$ cat config.mk
export PLATFORM = sky130hd
export DESIGN_NAME = bt_base_timer
export DESIGN_NICKNAME = d
export VERILOG_FILES = /design/src/rtl/bt_pkg.sv /design/src/rtl/bt_src_mux.sv /design/src/rtl/bt_counter.sv /design/src/rtl/bt_flags.sv /design/src/rtl/bt_base_timer.sv
export SDC_FILE = /design/constraint.sdc
export NUM_CORES = 1
export LEC_CHECK = 0
export ABC_CLOCK_PERIOD_IN_PS = 2009
export BUFFER_PORTS_ARGS = -buffer_cell sky130_fd_sc_hd__buf_4
export CAP_MARGIN = 15
export CORE_UTILIZATION = 54
export CTS_CLUSTER_DIAMETER = 30
export DETAILED_ROUTE_END_ITERATION = 10
export PLACE_DENSITY_LB_ADDON = 0.08
export REMOVE_ABC_BUFFERS = 1
export SYNTH_ARGS = -nofsm -noshare
export SYNTH_HDL_FRONTEND = slang
export SYNTH_SLANG_ARGS = --single-unit
$ cat constraint.sdc
create_clock -name clk -period 2.01 [get_ports clk]
set_input_delay 0.402 -clock clk [delete_from_list [all_inputs] [get_ports clk]]
set_output_delay 0.402 -clock clk [all_outputs]
set_load 0.05 [all_outputs]
$ cat src/rtl/bt_pkg.sv
// Shared definitions for the base timer.
// Assumes the source select is two bits wide with one reserved code.
package bt_pkg;
    typedef enum logic [1:0] {
        SRC_XTAL = 2'd0,
        SRC_SYS  = 2'd1,
        SRC_PRE  = 2'd2,
        SRC_NONE = 2'd3
    } bt_src_e;
endpackage

$ cat src/rtl/bt_src_mux.sv
// Picks the tick of the selected clock source.
// Assumes each tick input is already a one-cycle enable in the clk domain.
module bt_src_mux
    import bt_pkg::*;
(
    input  logic    xtal_tick,
    input  logic    sys_tick,
    input  logic    pre_tick,
    input  bt_src_e src_sel,
    output logic    tick_o
);
    // route the chosen source; the reserved code never ticks
    always_comb begin
        unique case (src_sel)
            SRC_XTAL: tick_o = xtal_tick;
            SRC_SYS:  tick_o = sys_tick;
            SRC_PRE:  tick_o = pre_tick;
            default:  tick_o = 1'b0;
        endcase
    end
endmodule

$ cat src/rtl/bt_counter.sv
// Free-running binary counter with per-bit carry outputs.
// Restarts from zero when disabled or when the source select changes.
// Assumes src_sel is registered by the caller's domain (synchronous to clk).
module bt_counter
    import bt_pkg::*;
#(
    parameter int CNT_W = 14
) (
    input  logic             clk,
    input  logic             rst_n,
    input  logic             enable,
    input  bt_src_e          src_sel,
    input  logic             tick,
    output logic [CNT_W-1:0] cnt_q,
    output logic [CNT_W-1:0] carry_o
);
    bt_src_e src_q;
    logic    restart;
    logic    advance;

    assign restart = !enable || (src_sel != src_q);
    assign advance = tick && !restart;

    // ripple carry chain: carry_o[i] is the carry out of bit i on this tick
    assign carry_o[0] = advance & cnt_q[0];
    for (genvar i = 1; i < CNT_W; i++) begin : g_carry
        assign carry_o[i] = carry_o[i-1] & cnt_q[i];
    end

    // remember the source seen at the previous edge
    always_ff @(posedge clk) begin
        src_q <= src_sel;
    end

    // count selected ticks, restart to zero on disable or source change
    always_ff @(posedge clk) begin
        if (!rst_n || restart) begin
            cnt_q <= '0;
        end else if (advance) begin
            cnt_q <= cnt_q + 1'b1;
        end
    end
endmodule

$ cat src/rtl/bt_flags.sv
// Turns carry outputs into the full-wrap and selected-tap sticky flags.
// Tap k is the carry out of bit TAP_BASE + TAP_STEP*k.
// Assumes the last tap bit lies inside the counter.
module bt_flags #(
    parameter int CNT_W    = 14,
    parameter int TAP_BASE = 4,
    parameter int TAP_STEP = 2,
    parameter int TAP_N    = 4,
    localparam int TAP_SEL_W = (TAP_N > 1) ? $clog2(TAP_N) : 1
) (
    input  logic                 clk,
    input  logic                 rst_n,
    input  logic [CNT_W-1:0]     carry,
    input  logic [TAP_SEL_W-1:0] tap_sel,
    input  logic                 clr_ovf,
    input  logic                 clr_tap,
    output logic                 ovf_flag,
    output logic                 tap_flag
);
    logic [TAP_N-1:0] tap_evt;
    logic             tap_hit;
    logic             ovf_hit;

    for (genvar k = 0; k < TAP_N; k++) begin : g_tap
        assign tap_evt[k] = carry[TAP_BASE + TAP_STEP*k];
    end

    assign tap_hit = tap_evt[tap_sel];
    assign ovf_hit = carry[CNT_W-1];

    // sticky flags: a new event wins over a clear in the same cycle
    always_ff @(posedge clk) begin
        if (!rst_n) begin
            ovf_flag <= 1'b0;
            tap_flag <= 1'b0;
        end else begin
            ovf_flag <= ovf_hit | (ovf_flag & ~clr_ovf);
            tap_flag <= tap_hit | (tap_flag & ~clr_tap);
        end
    end
endmodule

$ cat src/rtl/bt_base_timer.sv
// Base timer top: source select, counter and event flags.
// Assumes all tick inputs are synchronous one-cycle enables.
module bt_base_timer
    import bt_pkg::*;
#(
    parameter int CNT_W    = 14,
    parameter int TAP_BASE = 4,
    parameter int TAP_STEP = 2,
    parameter int TAP_N    = 4,
    localparam int TAP_SEL_W = (TAP_N > 1) ? $clog2(TAP_N) : 1
) (
    input  logic                 clk,
    input  logic                 rst_n,
    input  logic                 xtal_tick,
    input  logic                 sys_tick,
    input  logic                 pre_tick,
    input  logic [1:0]           src_sel,
    input  logic [TAP_SEL_W-1:0] tap_sel,
    input  logic                 enable,
    input  logic                 clr_ovf,
    input  logic                 clr_tap,
    output logic                 ovf_flag,
    output logic                 tap_flag
);
    bt_src_e          src_e;
    logic             tick_sel;
    logic [CNT_W-1:0] cnt_q;
    logic [CNT_W-1:0] carry;

    assign src_e = bt_src_e'(src_sel);

    bt_src_mux u_mux (
        .xtal_tick (xtal_tick),
        .sys_tick  (sys_tick),
        .pre_tick  (pre_tick),
        .src_sel   (src_e),
        .tick_o    (tick_sel)
    );

    bt_counter #(.CNT_W(CNT_W)) u_cnt (
        .clk     (clk),
        .rst_n   (rst_n),
        .enable  (enable),
        .src_sel (src_e),
        .tick    (tick_sel),
        .cnt_q   (cnt_q),
        .carry_o (carry)
    );

    bt_flags #(
        .CNT_W    (CNT_W),
        .TAP_BASE (TAP_BASE),
        .TAP_STEP (TAP_STEP),
        .TAP_N    (TAP_N)
    ) u_flags (
        .clk      (clk),
        .rst_n    (rst_n),
        .carry    (carry),
        .tap_sel  (tap_sel),
        .clr_ovf  (clr_ovf),
        .clr_tap  (clr_tap),
        .ovf_flag (ovf_flag),
        .tap_flag (tap_flag)
    );
endmodule

Word-level counts from Yosys, hierarchy flattened
Cells that the tools add are included.
{"block": "word_totals", "regBits": 18, "ramBits": 0, "inputBits": 12, "latchBits": 0, "romBits": 0, "memories": 0}
{"block": "classes", "muxes": 3, "div": 0, "n_eq_ne": 3, "n_reduce_logical": 7, "n_bitwise": 20, "shift": 0, "order_cmp": 1, "add_sub_neg": 1, "n_mul": 0}
{"op": "$and 1x1->1", "n": 16}
{"op": "$add 14x1->14 const B", "n": 1}
{"op": "$logic_not 1->1", "n": 3}
{"op": "$lt 2x3->1 const B", "n": 1}
{"op": "$pmux 1 s3", "n": 1}
{"op": "$bmux 1 s2", "n": 1}
{"op": "$eq 2x1->1 const B", "n": 1}
{"op": "$eq 2x2->1 const B", "n": 1}
{"op": "$logic_not 2->1", "n": 1}
{"op": "$logic_or 1x1->1", "n": 2}
{"op": "$ne 2x2->1", "n": 1}
{"op": "$not 1->1", "n": 2}
{"op": "$or 1x1->1", "n": 2}
{"op": "$logic_and 1x1->1", "n": 1}
{"op": "$mux 1", "n": 1}

Longest topological paths before layout
{"block": "depth", "ltp_word": 19, "depth_mapped": 6, "depth_no_buf": 5}

Modules after synthesis
Synthesis repeated with hierarchy kept, for this count alone.
{"block": "hier_totals", "cells_unflattened": 110, "area_unflattened_um2": 950.9}
{"module": "bt_counter", "area_each_um2": 838.3, "instances": 1, "cells_each": 100}
{"module": "bt_flags", "area_each_um2": 90.1, "instances": 1, "cells_each": 7}
{"module": "bt_src_mux", "area_each_um2": 22.5, "instances": 1, "cells_each": 3}

Worst setup path before layout
No wires, ideal clock.
{"block": "synth_path", "path_type": "reg-to-reg", "start": "register u_cnt.cnt_q[0]", "end": "register u_cnt.cnt_q[8]", "setup_slack_ps": 429, "required_time_ps": 1933, "arrival_ps": 1504, "path_stages_with_launch": 6, "setup_time_ps": 77, "path_cell_list": "dfxtp_1 ha_1 and4_1 nand4_1 or4_1 a21oi_1"}
{"block": "synth_via", "elab_chain_cells": 1}
{"item": "start: declaration", "line": "bt_counter.sv:14", "text": "output logic [CNT_W-1:0] cnt_q,"}
{"item": "start signal: assignment", "line": "bt_counter.sv:40", "text": "cnt_q <= cnt_q + 1'b1;"}
{"item": "$add 14x1->14", "line": "bt_counter.sv:40"}
Every way passes these cells.
A chain may end at the register's enable or synchronous reset.

Final worst setup path
Same ends and word-level chain as after synthesis.

==> run_results.csv <==
group,metric,value,unit
clock_network,numCtsBuffers,3,
synthesis,synth_top_flop_cell,"dfxtp_1",
route,drt_pass1_iterations,7,
floorplan,rows,14,
sta,setup_tns,0,ps
final_layout,multi_input_area,563,um2
hold_path,hp-class,"primary input to flop",
route,drt-total-wl,1.69,mm
sta,fin_crit_sh,0.865,
route,post_drt_via_cell_ratio,5.97,
clock_network,clkSinkCount,18,
sta,rsz0062_at_grt,"false",
setup_path,r2r_start,"u_cnt.cnt_q[0]",
global_routing,grt_max_degree,24,
run,drv_cap,0,
final_layout,final_util,0.692,
final_layout,num_antenna_cells,0,
sta,worst_slack,271,ps
clock_network,cts_setup_buffers,0,
outcome,violations,"DRC",
global_routing,grt_usage,0.216,
synthesis,synthArstFlopShare,0,
route,wl_per_cell,13.0,um
route,first_iter_violations,13,
clock_network,cts_tree,"built",
power,ir_drop,457,uV
setup_path,path_class,"flop to flop",
synthesis,yosysWarnings,0,
setup_path,cp.required,2230,ps
clock_network,cts_resized,0,
power,power_density,559,nW/um2
setup_path,arrival,1960,ps
synthesis,seq_area_frac_synth,0.376,
setup_path,cp_max_fo,4,
placement,post-place-ws,237,ps
floorplan,top_level_ports,14,
sta,max_clock_freq,575,MHz
route,antenna_left,0,
final_layout,area_growth,14.0,%
global_routing,grt_pass1_wl,3.09,mm
route,route.vias.total,776,
placement,gp_congestion,0.751,
final_layout,nets,129,
setup_path,crit_path_end_kind,"flop",
power,p_leak,0.390,nW
sta,slew_violations,0,
synthesis,synth_edf_count,0,
final_layout,regArea,360,um2
placement,dp_hpwl,1.26,mm
synthesis,ys_ff_latch,18,
floorplan,core_region_area,1580,um2
clock_network,insertion_delay,290,ps
placement,io_buffer_count,13,
hold_path,hp-start,"src_sel[0]",
synthesis,synthCells,100,
setup_path,rrSetupSlack,270,ps
synthesis,ys_types,38,
clock_network,path_clk_slew,100,ps
floorplan,die-area,1940,um2
global_routing,antenna_found_initial,0,
clock_network,clk_path_buf_depth,2,
global_routing,overflow,0,
synthesis,syn_area,957,um2
sta,setup_violations,0,
clock_network,htreeDepth,1,
setup_path,startpoint,"u_cnt.cnt_q[0]",
route,drc,1,
floorplan,die_width,44.1,um
final_layout,n_fill_cell,129,
floorplan,start_util,0.607,
global_routing,grt_pass1_vias,746,
outcome,run_status,"finished with violations",
clock_network,root_buffer,"clkbuf_4",
floorplan,die_h,44.1,um
clock_network,ctsHoldBuffers,0,
setup_path,reg2reg_depth,5,
sta,hold_viol,0,
sta,max_slew_margin,0.676,
sta,clock_skew,2.75,ps
final_layout,drive_gt1_frac,0.219,
setup_path,timing.rr.end,"u_cnt.cnt_q[8]",
setup_path,crit_path_end,"u_cnt.cnt_q[8]",
setup_path,cp-start-kind,"flop",
sta,tightest_slew,474,ps
synthesis,avgSynthCellArea,9.57,um2
sta,fin_crit,1740,ps
-- area by class of cell --
class	instances	share of cell area
clock buffer	3	0.0206
tap	16	0.0183
timing repair buffer	14	0.108
sequential	18	0.330
inverter	2	0.00688
multi-input combinational	77	0.516
-- metal layers --
layer | GRT usage | share of wire
met3 | 0.0286 | 0.016
met2 | 0.356 | 0.48
met4 | 0.152 | 0.021
met1 | 0.258 | 0.48
met5 | 0 | 0
-- cell families after synthesis --
logic type	count (synthesis)	share of synthesized area
adders and majority gates	1	0.0131
and+or+nand+nor	46	0.319
AOI/OAI and AO/OA	21	0.149
xor gates and xnor gates	3	0.0431
muxes	6	0.0641
buffers and inverters	5	0.0353
DFF	18	0.376
-- cell usage in the layout (no fill, tap or decap), drive strengths merged, types with 2 or more instances in the layout --
cell type	count
dfxtp	18
buf	14
nand2	9
a21oi	6
mux2i	5
nor2	5
o31ai	5
or4	4
nand2b	4
nand4	4
nor4	4
o21a	3
and3	3
clkbuf	3
nand3	3
xnor2	2
inv	2
and4	2
o21ai	2
or3	2
-- critical path, cell delays in order (launching register included) --
cell and delay [ps]:
dfxtp_1 390, ha_1 200, and4_1 220, nand4_1 240
or4_1 460, a21oi_1 140
-- where the power goes --
part	total, W	leakage, nW	internal [W]	switching, W
registers	0.000361	0.146	0.000359	0.00000199
logic	0.0000701	0.231	0.0000331	0.0000370
clock network	0.000179	0.0138	0.0000698	0.000109
-- flip-flops by register name (all words and copies together) (netlist names) --
signal and cells:
u_cnt.cnt_q 14, u_cnt.src_q 2, u_flags.ovf_flag 1, u_flags.tap_flag 1
-- worst min path at each step --
stage / endpoint / slack, ps / depth (start not counted)
final: u_cnt.src_q[0] / 250 / 1
after global routing: u_cnt.src_q[0] / 230 / 1
after CTS: u_cnt.src_q[0] / 240 / 1
after detailed placement: u_cnt.cnt_q[13] / 470 / 2
after global placement: u_cnt.cnt_q[13] / 450 / 2
after floorplan: u_cnt.src_q[0] / 430 / 0
-- metrics by stage --
step           total power, W  area, um2  std cells  hold slack, ps
2_1_floorplan        0.000404        931         97             430
3_3_place_gp         0.000438       1070        127             455
3_5_place_dp         0.000440       1070        127             470
4_1_cts              0.000618       1090        130             235
5_1_grt              0.000636       1090        130             232
6_report             0.000610       1090        130             245
-- synth_stat cells (2+ instances only) --
cell	count	area share
o21a_1	3	0.024
dfxtp_1	18	0.38
o31ai_1	5	0.039
nand2_1	9	0.035
nor2_1	5	0.020
buf_6	2	0.024
and3_1	3	0.020
a21oi_1	6	0.031
mux2i_1	5	0.052
or3_1	2	0.013
nand3_1	2	0.010
nor4_2	2	0.026
or4_1	4	0.031
o21ai_1	2	0.010
inv_1	2	0.0078
xnor2_2	2	0.034
and4_1	2	0.018
nand2b_1	4	0.026
nand4_1	3	0.020
No activity file was read; power rests on OpenSTA's default activity.
